===== src/rtl/isa_dec_pkg.sv =====
package isa_dec_pkg;

    localparam int ISA_AW  = 24;
    localparam int WIN_AW  = 20;
    localparam int PORT_W  = 16;
    localparam int HI_W    = ISA_AW - WIN_AW;

    typedef enum logic [1:0] {
        KIND_IDLE    = 2'd0,
        KIND_REFRESH = 2'd1,
        KIND_MEM     = 2'd2,
        KIND_IO      = 2'd3
    } cyc_kind_e;

    typedef struct packed {
        logic              valid;
        logic [ISA_AW-1:0] addr;
        logic              is_io;
        logic              is_wr;
        logic              refresh;
        logic              dma;
        logic              master;
    } isa_cyc_t;

    typedef struct packed {
        logic smemr_n;
        logic smemw_n;
        logic mem16_n;
        logic rom_hit;
    } mem_dec_t;

    typedef struct packed {
        logic as_n;
        logic ds_n;
        logic rw_n;
        logic port_hit;
    } rtc_dec_t;

    typedef struct packed {
        logic smemr_n;
        logic smemw_n;
        logic romrtc_cs_n;
        logic rtc_as_n;
        logic rtc_ds_n;
        logic rtc_rw_n;
        logic mem16_n;
        logic aen;
        logic ior_oe_n;
        logic iow_oe_n;
    } isa_out_t;

    localparam isa_out_t OUT_RESET = '{
        smemr_n:     1'b1,
        smemw_n:     1'b1,
        romrtc_cs_n: 1'b1,
        rtc_as_n:    1'b1,
        rtc_ds_n:    1'b1,
        rtc_rw_n:    1'b1,
        mem16_n:     1'b1,
        aen:         1'b0,
        ior_oe_n:    1'b0,
        iow_oe_n:    1'b0
    };

    function automatic cyc_kind_e classify(input isa_cyc_t c);
        if (!c.valid)       return KIND_IDLE;
        else if (c.refresh) return KIND_REFRESH;
        else if (c.is_io)   return KIND_IO;
        else                return KIND_MEM;
    endfunction

    function automatic logic in_rom_window(input logic [ISA_AW-1:0] a,
                                           input logic [WIN_AW-1:0] base,
                                           input logic [WIN_AW-1:0] limit);
        logic hi_ok;
        hi_ok = (a[ISA_AW-1:WIN_AW] == '0) || (a[ISA_AW-1:WIN_AW] == '1);
        return hi_ok && (a[WIN_AW-1:0] >= base) && (a[WIN_AW-1:0] <= limit);
    endfunction

endpackage


===== src/rtl/isa_mem_decode.sv =====
module isa_mem_decode
    import isa_dec_pkg::*;
#(
    parameter logic [ISA_AW-1:0] LOWMEM_TOP = 24'h100000,
    parameter logic [WIN_AW-1:0] ROM_BASE   = 20'hE0000,
    parameter logic [WIN_AW-1:0] ROM_LIMIT  = 20'hFFFFF
) (
    input  isa_cyc_t  cyc,
    input  cyc_kind_e kind,
    input  logic      mcs16_n_raw,
    output mem_dec_t  dec
);
    logic low_mem;
    logic mem_cyc;

    always_comb begin
        low_mem = (cyc.addr < LOWMEM_TOP);
        mem_cyc = (kind == KIND_MEM);

        dec.smemr_n = 1'b1;
        dec.smemw_n = 1'b1;
        if (kind == KIND_REFRESH) begin
            dec.smemr_n = 1'b0;
        end else if (mem_cyc && low_mem) begin
            dec.smemr_n = cyc.is_wr;
            dec.smemw_n = !cyc.is_wr;
        end

        dec.mem16_n = mem_cyc ? mcs16_n_raw : 1'b1;
        dec.rom_hit = mem_cyc && in_rom_window(cyc.addr, ROM_BASE, ROM_LIMIT);
    end
endmodule


===== src/rtl/isa_io_decode.sv =====
module isa_io_decode
    import isa_dec_pkg::*;
#(
    parameter logic [PORT_W-1:0] RTC_INDEX_PORT = 16'h0070,
    parameter logic [PORT_W-1:0] RTC_DATA_PORT  = 16'h0071
) (
    input  isa_cyc_t  cyc,
    input  cyc_kind_e kind,
    output rtc_dec_t  dec
);
    logic io_cyc;
    logic idx_hit;
    logic dat_hit;

    always_comb begin
        io_cyc  = (kind == KIND_IO);
        idx_hit = io_cyc && (cyc.addr[PORT_W-1:0] == RTC_INDEX_PORT);
        dat_hit = io_cyc && (cyc.addr[PORT_W-1:0] == RTC_DATA_PORT);

        dec.as_n     = !(idx_hit && cyc.is_wr);
        dec.rw_n     = !(dat_hit && cyc.is_wr);
        dec.ds_n     = !(dat_hit && !cyc.is_wr);
        dec.port_hit = idx_hit || dat_hit;
    end
endmodule


===== src/rtl/isa_out_stage.sv =====
module isa_out_stage
    import isa_dec_pkg::*;
(
    input  logic     clk,
    input  logic     rst,
    input  isa_out_t nxt,
    output isa_out_t cur
);
    always_ff @(posedge clk) begin
        if (rst) cur <= OUT_RESET;
        else     cur <= nxt;
    end
endmodule


===== src/rtl/isa_cmd_decode.sv =====
module isa_cmd_decode
    import isa_dec_pkg::*;
#(
    parameter logic [ISA_AW-1:0] LOWMEM_TOP     = 24'h100000,
    parameter logic [WIN_AW-1:0] ROM_BASE       = 20'hE0000,
    parameter logic [WIN_AW-1:0] ROM_LIMIT      = 20'hFFFFF,
    parameter logic [PORT_W-1:0] RTC_INDEX_PORT = 16'h0070,
    parameter logic [PORT_W-1:0] RTC_DATA_PORT  = 16'h0071
) (
    input  logic              clk,
    input  logic              rst,
    input  logic              cyc_valid,
    input  logic [ISA_AW-1:0] cyc_addr,
    input  logic              cyc_io,
    input  logic              cyc_write,
    input  logic              cyc_refresh,
    input  logic              cyc_dma,
    input  logic              cyc_master,
    input  logic              mcs16_n_in,
    output logic              smemr_n,
    output logic              smemw_n,
    output logic              romrtc_cs_n,
    output logic              rtc_as_n,
    output logic              rtc_ds_n,
    output logic              rtc_rw_n,
    output logic              mem16_n,
    output logic              aen,
    output logic              ior_oe_n,
    output logic              iow_oe_n
);
    isa_cyc_t  cyc;
    cyc_kind_e kind;
    mem_dec_t  mdec;
    rtc_dec_t  rdec;
    isa_out_t  nxt;
    isa_out_t  cur;

    always_comb begin
        cyc = '{valid: cyc_valid, addr: cyc_addr, is_io: cyc_io,
                is_wr: cyc_write, refresh: cyc_refresh, dma: cyc_dma,
                master: cyc_master};
        kind = classify(cyc);
    end

    isa_mem_decode #(
        .LOWMEM_TOP (LOWMEM_TOP),
        .ROM_BASE   (ROM_BASE),
        .ROM_LIMIT  (ROM_LIMIT)
    ) u_mem (
        .cyc         (cyc),
        .kind        (kind),
        .mcs16_n_raw (mcs16_n_in),
        .dec         (mdec)
    );

    isa_io_decode #(
        .RTC_INDEX_PORT (RTC_INDEX_PORT),
        .RTC_DATA_PORT  (RTC_DATA_PORT)
    ) u_io (
        .cyc  (cyc),
        .kind (kind),
        .dec  (rdec)
    );

    always_comb begin
        nxt.smemr_n     = mdec.smemr_n;
        nxt.smemw_n     = mdec.smemw_n;
        nxt.mem16_n     = mdec.mem16_n;
        nxt.romrtc_cs_n = !(mdec.rom_hit || rdec.port_hit);
        nxt.rtc_as_n    = rdec.as_n;
        nxt.rtc_ds_n    = rdec.ds_n;
        nxt.rtc_rw_n    = rdec.rw_n;
        nxt.aen         = cyc.valid && cyc.dma;
        nxt.ior_oe_n    = cyc.master;
        nxt.iow_oe_n    = cyc.master;
    end

    isa_out_stage u_out (
        .clk (clk),
        .rst (rst),
        .nxt (nxt),
        .cur (cur)
    );

    always_comb begin
        smemr_n     = cur.smemr_n;
        smemw_n     = cur.smemw_n;
        romrtc_cs_n = cur.romrtc_cs_n;
        rtc_as_n    = cur.rtc_as_n;
        rtc_ds_n    = cur.rtc_ds_n;
        rtc_rw_n    = cur.rtc_rw_n;
        mem16_n     = cur.mem16_n;
        aen         = cur.aen;
        ior_oe_n    = cur.ior_oe_n;
        iow_oe_n    = cur.iow_oe_n;
    end

    p_smemr_window_r1: assert property (@(posedge clk) disable iff (rst)
        !smemr_n |-> $past(cyc_valid && (cyc_refresh ||
                     (!cyc_io && !cyc_write && cyc_addr < LOWMEM_TOP))));

    p_smemw_window_r2: assert property (@(posedge clk) disable iff (rst)
        !smemw_n |-> $past(cyc_valid && !cyc_refresh && !cyc_io &&
                           cyc_write && cyc_addr < LOWMEM_TOP));

    p_refresh_no_write_r2: assert property (@(posedge clk) disable iff (rst)
        (cyc_valid && cyc_refresh) |=> (smemw_n && !smemr_n));

    p_rtc_as_port_r3: assert property (@(posedge clk) disable iff (rst)
        !rtc_as_n |-> $past(cyc_valid && !cyc_refresh && cyc_io && cyc_write &&
                            cyc_addr[PORT_W-1:0] == RTC_INDEX_PORT));

    p_rtc_one_strobe_r4: assert property (@(posedge clk) disable iff (rst)
        $countones({~rtc_as_n, ~rtc_ds_n, ~rtc_rw_n}) <= 1);

    p_rtc_strobe_cs_r5: assert property (@(posedge clk) disable iff (rst)
        (!rtc_as_n || !rtc_ds_n || !rtc_rw_n) |-> !romrtc_cs_n);

    p_mem16_quiet_r6: assert property (@(posedge clk) disable iff (rst)
        (!cyc_valid || cyc_io || cyc_refresh) |=> mem16_n);

    p_master_oe_r7: assert property (@(posedge clk) disable iff (rst)
        cyc_master |=> (ior_oe_n && iow_oe_n));

    p_aen_dma_r8: assert property (@(posedge clk) disable iff (rst)
        aen |-> $past(cyc_valid && cyc_dma));

    p_idle_quiet_r9: assert property (@(posedge clk) disable iff (rst)
        !cyc_valid |=> (smemr_n && smemw_n && romrtc_cs_n && rtc_as_n &&
                        rtc_ds_n && rtc_rw_n && !aen));
endmodule


===== config.mk =====
export PLATFORM = sky130hd
export DESIGN_NAME = isa_cmd_decode
export DESIGN_NICKNAME = d
export VERILOG_FILES = /design/src/rtl/isa_dec_pkg.sv /design/src/rtl/isa_mem_decode.sv /design/src/rtl/isa_io_decode.sv /design/src/rtl/isa_out_stage.sv /design/src/rtl/isa_cmd_decode.sv
export SDC_FILE = /design/constraint.sdc
export NUM_CORES = 1
export LEC_CHECK = 0
export BUFFER_PORTS_ARGS = -buffer_cell sky130_fd_sc_hd__buf_4
export CAP_MARGIN = 15
export CORE_AREA = 8 8 45 47
export DETAILED_ROUTE_END_ITERATION = 16
export DIE_AREA = 0 0 53 55
export PLACE_DENSITY = 0.81
export RECOVER_POWER = 50
export SLEW_MARGIN = 20
export SYNTH_ARGS = -nofsm -noshare
export SYNTH_HDL_FRONTEND = slang
export SYNTH_HIERARCHICAL = 1
export SYNTH_SLANG_ARGS = --single-unit

===== constraint.sdc =====
create_clock -name clk -period 2.4 [get_ports clk]
set_input_delay 0.12 -clock clk [delete_from_list [all_inputs] [get_ports clk]]
set_output_delay 0.12 -clock clk [all_outputs]
set_load 0.005 [all_outputs]

Word-level counts from Yosys, hierarchy flattened
Cells that the tools add are included.
Storage, ports and cells
  register bits after elaboration: 9
  input bits: 33
  output and inout port bits: 10
Cells by class
  order comparisons: 3
  equal/unequal tests: 6
  multiplexer cells: 5
  bitwise operators: 2
  reductions and logical operators: 21
Operator list (number)
  16-bit by 7-bit equality test with 1-bit output, second input constant: 2
  24-bit by 21-bit < comparator with 1-bit output, second input constant: 1
  20-bit >= comparator, second input constant: 1
  20-bit <= comparator, second input constant: 1
  1-bit logical AND: 10
  2-bit two-way mux: 3
  1-bit zero test: 5
  2-bit equality test, second input constant: 2
  4-bit equality test, second input constant: 1
  4-bit zero test: 1
  1-bit logical OR: 3
  3-bit OR reduction: 1
  2-bit by 1-bit equality test with 1-bit output, second input constant: 1
  1-bit two-way mux: 2
  1-bit NOT: 2
  2-bit OR reduction: 1

Longest topological paths before layout
Gate-level depths: netlist (run 1).
  word-level depth: 8
  depth in mapped cells: 6
  mapped depth without buffers: 6

Cells and area by module
The synthesis (run 1) kept the hierarchy.
By module, submodules not included
  isa_out_stage: times used 1, cells an instance 20, area an instance 262.8 µm², seq. area each 200.2 µm²
  isa_io_decode: times used 1, cells an instance 10, area an instance 91.3 µm², seq. area each 0.0 µm²
  isa_mem_decode: times used 1, cells an instance 10, area an instance 73.8 µm², seq. area each 0.0 µm²
  isa_cmd_decode: times used 1, cells an instance 4, area an instance 23.8 µm², seq. area each 0.0 µm²

Least setup slack after synthesis (run 1)
No wires, ideal clock.
  path type: input to register
  start point: input cyc_addr[9]
  end point: register, netlist name u_out/cur[7]
  setup time: 0.120 ns
  data arrival time: 1.330 ns
  data required time: 2.280 ns
  setup slack: 0.950 ns
  cell stages on the path: 5
  buffers on the path: 0
  path through: or4b_1 > nor4_4 > and2_1 > nor2_1 > or2_1
RTL lines
  start, declared: line isa_cmd_decode.sv:13  | input logic [ISA_AW-1:0] cyc_addr,

==> qor.yml, run 1 <==
hold_buffers: 0
reg.largest.list: "u_out/cur: 10 flops"
placedCellCount: 101
first_iter_violations: 7
slew_violations: 0
cts_root_buffer: "clkbuf_4"
die_area_um2: 2920
drc: 0
worstPathArrival_ps: 1480
dpl.hpwl_mm: 1.16
overflow: 0
die_y_um: 55
yosys-top-cells-count: "dfxtp_1, or2_1, nor2b_1"
crit_path_top_delay_cell: "or4b_1"
slew_headroom: 0.751
synth_compound_area_frac: 0.0665
synthMuxAreaShare: 0
p_leak_nw: 0.338
yosysMostFrequentCell: "dfxtp_1"
start_util: 0.326
postSynthAreaPerCell_um2: 10.3
synth_fp_nets: 77
hold_violations: 0
numCtsBuffers: 3
top_register: "u_out/cur"
yosys.area_share.simple: 0.482
synth_area_leader_cell: "dfxtp_1"
outcome: "complete, no violations"
cts_max_path_buffers: 2
worstSetupPathType: "input port to flip-flop"
grt_usage: 0.0942
cts_setup_buffers: 0
routed_wl_mm: 1.30
crit_chain: "buf_4 -> or4b_1 -> nor4_4 -> and2_1 -> nor2_1 -> or2_1"
ys_ff_latch: 10
synth_edf_count: 0
cp.required_ps: 2550
post_drt_wl_per_cell_um: 12.3
syn_inst: 44
largest_reg_flops: 10
yosys-top-cells-area: "dfxtp_1, or2_1, nand4b_1, nor2b_1, nor4_4"
gp_congestion: 0.663
synthDominantCellAreaShare: 0.443
cp_max_fo: 4
fin_cells: 105
critPathBufInv: 1
diodes: 0
drive_gt1_frac: 0.517
area_growth_pct: 79.8
synthArstFlopShare: 0
max_stage_delay_ps: 560
cts.sinks: 10
grt_first_pass_wirelength_mm: 2.07
antenna_found_initial: 0
p_per_area_nw_per_um2: 466
grt_pass1_vias: 511
placed_cell_area_um2: 779
worst_setup_path_end_kind: "flip-flop"
hold_path_class: "input port to flip-flop"
total_power_w: 0.000378
path_clk_slew_ps: 60
cp_num_cells: 6
synth_fa_ha_area_frac: 0
num-nets-final: 123
cts_resized: 0
vias_per_cell: 4.78
die_w_um: 53
core-area_um2: 1380
synth_xor_area_frac: 0
portBuffers: 41
setup_violations: 0
startpoint: "cyc_addr[9]"
synth_cell_type_count: 20
synth.cell_area_um2: 452
cap_violations: 0
crit_path_end: "u_out/cur[7]"
grt_max_degree: 11
post-route-period-util: 0.554
max-vdd-ir-drop_v: 0.000196
max_freq_mhz: 752
ys_warn_count: 6
io_pins: 43
design_area_um2: 812
grt_setup_unrepaired: "false"
seq_area_frac_synth: 0.443
start_kind: "input port"
finalCriticalPeriod_ps: 1330
whs_ps: 98.3
placementRows: 14
synth_top_family_by_area: "simple AND/OR/NAND/NOR gates"
cts_tree: "yes"
critical_path.top_delay_family: "simple AND/OR/NAND/NOR gates"
vias: 502
ys.flop_type: "dfxtp_1"
first_pass_iters: 4
tightest_slew_ps: 370
cts-htree-levels: 1
fin_setup_tns_ps: 0
drtAntennaViolNets: 0
[per-stage QoR]
stage	util	setup WS, ps
4_1_cts	0.590	1070
3_5_place_dp	0.563	783
6_report	0.587	1070
3_3_place_gp	0.563	796
5_1_grt	0.587	962
2_1_floorplan	-	950
[placed cells by master (no fill, tap or decap), types with 2 or more instances in the layout]
cell type,synthesis,routed
clkbuf_4,0,10
nor2b_1,4,4
and2_1,2,2
dfxtp_1,10,10
buf_4,0,33
nand4_1,2,2
or4_1,2,2
or2_1,7,7
nand4b_1,3,3
nor2_1,2,2
[cell families after synthesis]
logic type,count (synthesis)
and+or+nand+nor,30
AOI/OAI and AO/OA,3
buffers and inverters,1
DFF,10
[layer usage]
metal,vias to the layer above,wire [um],share of wire,GRT usage
met4,0,0,0,0.0647
met2,27,663,0.51,0.184
met1,222,441,0.34,0.0720
met5,-,0,0,0
li1,253,-,-,-
met3,0,191,0.15,0.0428
[area by class of cell]
cell class                      instances  area (um2)
Fill cell                             119         572
Sequential cell                        10         200
Clock buffer                            4        36.3
Inverter                                1        3.75
Timing Repair Buffer                   41         304
Tap cell                               16        20.0
Multi-Input combinational cell         33         248
[power by group]
group          switching [W]  total [W]  internal [W]  leakage (nW)
clock network      0.0000519   0.000144     0.0000918        0.0210
registers        0.000000981   0.000171      0.000170        0.0818
logic              0.0000204  0.0000636     0.0000432         0.235
total              0.0000733   0.000378      0.000305         0.338
[worst min path at each step]
stage / endpoint / cells after the start / from
after floorplan: u_out/cur[0] / 1 / rst
after global placement: u_out/cur[0] / 2 / cyc_master
after detailed placement: u_out/cur[2] / 2 / rst
after CTS: u_out/cur[2] / 2 / rst
after global routing: u_out/cur[1] / 2 / cyc_master
final: u_out/cur[1] / 2 / cyc_master
(Power assumes the default switching activity.)
==> run 2, diff against run 1 <==
--- a/config.mk
+++ b/config.mk
@@ -7,10 +7,10 @@
 export LEC_CHECK = 0
 export BUFFER_PORTS_ARGS = -buffer_cell sky130_fd_sc_hd__buf_4
 export CAP_MARGIN = 15
-export CORE_AREA = 8 8 45 47
+export CORE_MARGIN = 8
+export CORE_UTILIZATION = 34
 export DETAILED_ROUTE_END_ITERATION = 16
-export DIE_AREA = 0 0 53 55
-export PLACE_DENSITY = 0.81
+export PLACE_DENSITY = 0.82
 export RECOVER_POWER = 50
 export SLEW_MARGIN = 20
 export SYNTH_ARGS = -nofsm -noshare
==> constraint.sdc (replaced) <==
create_clock -name clk -period 1.3 [get_ports clk]
set_input_delay 0.065 -clock clk [delete_from_list [all_inputs] [get_ports clk]]
set_output_delay 0.065 -clock clk [all_outputs]
set_load 0.005 [all_outputs]
==> qor.yml, run 2 (synthesis results as in run 1) <==
overflow: 0  # unchanged
hold_violations: 0  # unchanged
topRoutingLayerUsed: "met4"
path_clk_slew_ps: 60  # about the same
first_pass_iters: 3  # -1
fin_cells: 111  # +5.7%
die_area_um2: 2750  # -5.6%
hold_buffers: 0  # unchanged
worst_setup_path_end_kind: "flip-flop"
grt_pass1_vias: 560  # +9.6%
worstSetupPathType: "input port to flip-flop"
vias_per_cell: 4.62  # -3.3%
finalCriticalPeriod_ps: 1240
core-area_um2: 1270  # -8.3%
io_pins: 43  # unchanged
max-vdd-ir-drop_v: 0.000301  # +53%
setup_violations: 0  # unchanged
start_util: 0.356  # +0.0296
grt_usage: 0.0960  # +0.00178
swShare: 0.193  # -0.000831
cts_setup_buffers: 0  # unchanged
gp_congestion: 0.779  # +17%
largest_reg_flops: 10  # unchanged
slew_violations: 0  # unchanged
post_drt_wl_per_cell_um: 12.1  # -2.3%
p_clk_frac: 0.373  # -0.007
drc: 0  # unchanged
p_switching_w: 0.000137  # +87%
cell_internal_pwr_w: 0.000572  # +88%
diodes: 0  # unchanged
placedCellCount: 107  # +5.9%
grt_setup_unrepaired: "false"
cts_resized: 0  # unchanged
wl_met2_um: 646  # -2.6%
first_iter_violations: 5  # -2
max_freq_mhz: 805
wl_met3_um: 216  # +13%
routed_wl_mm: 1.34  # +3.3%
min_from: "rst"
final_common_cell: "buf_4"
portBuffers: 41  # unchanged
p_per_area_nw_per_um2: 824  # +77%
start_kind: "input port"
final_util: 0.678  # +0.0907
p_leak_nw: 0.368  # +8.9%
hold_path_class: "input port to flip-flop"
cts_root_buffer: "clkbuf_4"
drive_gt1_frac: 0.542  # +0.0248
vias: 513  # +2.2%
grt_max_degree: 11  # unchanged
cap_violations: 0  # unchanged
placementRows: 13  # -1
cp.required_ps: 1440  # -1110 ps
outcome: "complete, no violations"
area_growth_pct: 90.3
multiInputGateArea_um2: 251  # +1.5%
grt_first_pass_wirelength_mm: 2.10  # +1.3%
cts_max_path_buffers: 2  # unchanged
cp_max_fo: 3  # -1
top_register: "u_out/cur"
die_w_um: 52.5  # -1.0%
reg.largest.list: "u_out/cur: 10 flops"
drtAntennaViolNets: 0  # unchanged
whs_path_depth: 2  # unchanged
comb_power_share: 0.183  # +0.015
antenna_found_initial: 0  # unchanged
tightest_slew_ps: 319  # -50.5 ps
regArea_um2: 200  # unchanged
die_y_um: 52.5  # -4.6%
num-fill-cells: 113  # -5.0%
dpl.hpwl_mm: 1.20  # +3.5%
whs_ps: 32.7  # -65.6 ps
num-nets-final: 130  # +5.7%
min_to: "u_out/cur[2]"
power_frac_seq: 0.444  # -0.008
worstPathArrival_ps: 1380  # -100 ps
slew_headroom: 0.785  # +0.0340
numCtsBuffers: 3  # unchanged
post-route-period-util: 0.955
final_cell_mix: "buf_4, dfxtp_1, clkbuf_4"
wirelength_met1_um: 467  # +5.9%
cts-htree-levels: 1  # unchanged
cts.sinks: 10  # unchanged
cts_tree: "yes"
run 2: how the worst max path moves through the flow:
stage	from	to	slack, ps	cells after the start
CTS	cyc_addr[9]	u_out/cur[4]	60	6
finish	cyc_addr[9]	u_out/cur[4]	60	6
detailed placement	cyc_addr[9]	u_out/cur[4]	-200	6
global route	cyc_addr[9]	u_out/cur[5]	30	6
global placement	cyc_addr[9]	u_out/cur[5]	-180	6
floorplan	cyc_addr[9]	u_out/cur[7]	-60	5
run 2: area by class of cell:
type                            count  area share
Clock buffer                        4      0.0422
Inverter                            1     0.00437
Multi-Input combinational cell     33       0.293
Sequential cell                    10       0.233
Tap cell                           15      0.0218
Timing Repair Buffer               48       0.406
run 2: worst max-delay path, stage by stage:
cell and delay, ps:
buf_4 110, or4b_4 530, nor4_4 230, buf_4 160, nand4_1 90, or2_1 210
run 2: stage by stage:
step	TNS (ps)	total power, W	area [um2]	setup WS [ps]
2_1_floorplan	-58.1	0.000349	455	-58.1
3_3_place_gp	-670	0.000451	835	-179
3_5_place_dp	-742	0.000455	835	-205
4_1_cts	0	0.000718	871	63.9
5_1_grt	0	0.000743	860	30.9
6_report	0	0.000709	860	58.1
run 2: power by group through the flow:
stage	Clock [W]	Sequential [W]	Combinational [W]
3_3_place_gp	0	0.000322	0.000129
6_report	0.000264	0.000315	0.000130
4_1_cts	0.000270	0.000315	0.000133
2_1_floorplan	0	0.000323	0.0000258
3_5_place_dp	0	0.000322	0.000133
5_1_grt	0.000287	0.000315	0.000140
run 2: layer usage:
metal	global-route usage	vias up
met3	0.0568	2
met1	0.0772	218
met2	0.176	27
li1	-	266
met5	0	-
met4	0.0517	0
==> run 3, diff against run 2 <==
--- a/config.mk
+++ b/config.mk
@@ -11,7 +11,7 @@
 export CORE_UTILIZATION = 34
 export DETAILED_ROUTE_END_ITERATION = 16
 export PLACE_DENSITY = 0.82
-export RECOVER_POWER = 50
+export RECOVER_POWER = 25
 export SLEW_MARGIN = 20
 export SYNTH_ARGS = -nofsm -noshare
 export SYNTH_HDL_FRONTEND = slang
==> qor.yml, run 3 (synthesis results as in run 1) <==
cts_tree: "yes"
first_pass_iters: 3  # unchanged
die_w_um: 52.5  # unchanged
start_util: 0.356  # unchanged
die_y_um: 52.5  # unchanged
antenna_found_initial: 0  # unchanged
max_stage_delay_ps: 530  # about the same
hold_violations: 0  # unchanged
routed_wl_mm: 1.34  # about the same
critical_path.top_delay_family: "simple AND/OR/NAND/NOR gates"
grt_setup_unrepaired: "false"
drtAntennaViolNets: 0  # unchanged
start_kind: "input port"
grt_first_pass_wirelength_mm: 2.10  # unchanged
path_clk_slew_ps: 60  # about the same
area_growth_pct: 92.0
slew_violations: 0  # unchanged
cp_num_cells: 6  # unchanged
max_freq_mhz: 806  # +0.10%
overflow: 0  # unchanged
whs_path_depth: 2  # unchanged
slew_headroom: 0.785  # unchanged
vias_per_cell: 4.60  # -0.39%
first_iter_violations: 6  # +1
max-vdd-ir-drop_v: 0.000301  # +0.10%
grt_max_degree: 11  # unchanged
portBuffers: 41  # unchanged
cts_resized: 0  # unchanged
critPathBufInv: 2  # unchanged
grt_usage: 0.0960  # unchanged
p_per_area_nw_per_um2: 819  # -0.59%
num-nets-final: 130  # unchanged
numCtsBuffers: 3  # unchanged
post-route-period-util: 0.954  # -0.000976
final_cell_mix: "buf_4, dfxtp_1, or2_1"
cts.sinks: 10  # unchanged
drive_gt1_frac: 0.563  # +0.0208
finalCriticalPeriod_ps: 1240  # -1.27 ps
fin_cells: 111  # unchanged
setup_violations: 0  # unchanged
worstSetupPathType: "input port to flip-flop"
drc: 0  # unchanged
hold_buffers: 0  # unchanged
cts_max_path_buffers: 2  # unchanged
top_register: "u_out/cur"
cap_violations: 0  # unchanged
cts_root_buffer: "clkbuf_4"
post_drt_wl_per_cell_um: 12.1  # about the same
min_from: "rst"
outcome: "complete, no violations"
placementRows: 13  # unchanged
io_pins: 43  # unchanged
worst_setup_path_end_kind: "flip-flop"
crit_path_top_delay_cell: "or4b_4"
hold_path_class: "input port to flip-flop"
cp.required_ps: 1440  # about the same
diodes: 0  # unchanged
final_common_cell: "buf_4"
cts-htree-levels: 1  # unchanged
min_to: "u_out/cur[2]"
die_area_um2: 2750  # unchanged
grt_pass1_vias: 560  # unchanged
p_leak_nw: 0.375  # +1.8%
cpMostUsedCell: "buf_4"
dpl.hpwl_mm: 1.20  # unchanged
cp_max_fo: 3  # unchanged
tightest_slew_ps: 319  # unchanged
vias: 511  # -0.39%
core-area_um2: 1270  # unchanged
crit_chain: "buf_4 -> or4b_4 -> nor4_4 -> buf_4 -> nand4_1 -> or2_1"
cts_setup_buffers: 0  # unchanged
worstPathArrival_ps: 1380  # about the same
gp_congestion: 0.779  # unchanged
reg.largest.list: "u_out/cur: 10 flops"
total_power_w: 0.000711  # +0.27%
largest_reg_flops: 10  # unchanged
placedCellCount: 107  # unchanged
whs_ps: 31.8  # -0.941 ps
run 3: changes by cell type in the layout (fill, tap and decap cells not counted), sizes merged:
| cell | delta |
|---|---|
| clkbuf | -5 |
| buf | +5 |
run 3: report_power, final:
part           internal (W)  switching (W)  total (W)
clock network      0.000169      0.0000959   0.000265
logic             0.0000900      0.0000404   0.000130
registers          0.000313     0.00000165   0.000315
run 3: worst max-delay path by stage:
stage                               to         from
after floorplan           u_out/cur[7]  cyc_addr[9]
after global placement    u_out/cur[5]  cyc_addr[9]
after detailed placement  u_out/cur[4]  cyc_addr[9]
after CTS                 u_out/cur[4]  cyc_addr[9]
after global routing      u_out/cur[5]  cyc_addr[9]
final                     u_out/cur[4]  cyc_addr[9]
run 3: final cells by class:
type                            count  area, um2
Inverter                            1       3.75
Fill cell                         109        402
Tap cell                           15       18.8
Clock buffer                        4       36.3
Multi-Input combinational cell     33        251
Timing Repair Buffer               48        357
Sequential cell                    10        200
run 3: routing by layer:
metal	global-route usage	vias up	wire (um)
li1	-	266	-
met4	0.0517	0	8
met5	0	-	0
met3	0.0568	2	218
met2	0.176	27	646
met1	0.0772	216	463
run 3: metrics by stage:
step | TNS (ps) | utilization | worst slack (ps) | cell area [um2]
4_1_cts | 0 | 0.686 | 63.9 | 871
3_3_place_gp | -670 | 0.658 | -179 | 835
3_5_place_dp | -742 | 0.658 | -205 | 835
6_report | 0 | 0.683 | 59.4 | 867
5_1_grt | 0 | 0.683 | 30.9 | 867
2_1_floorplan | -58.1 | - | -58.1 | 455
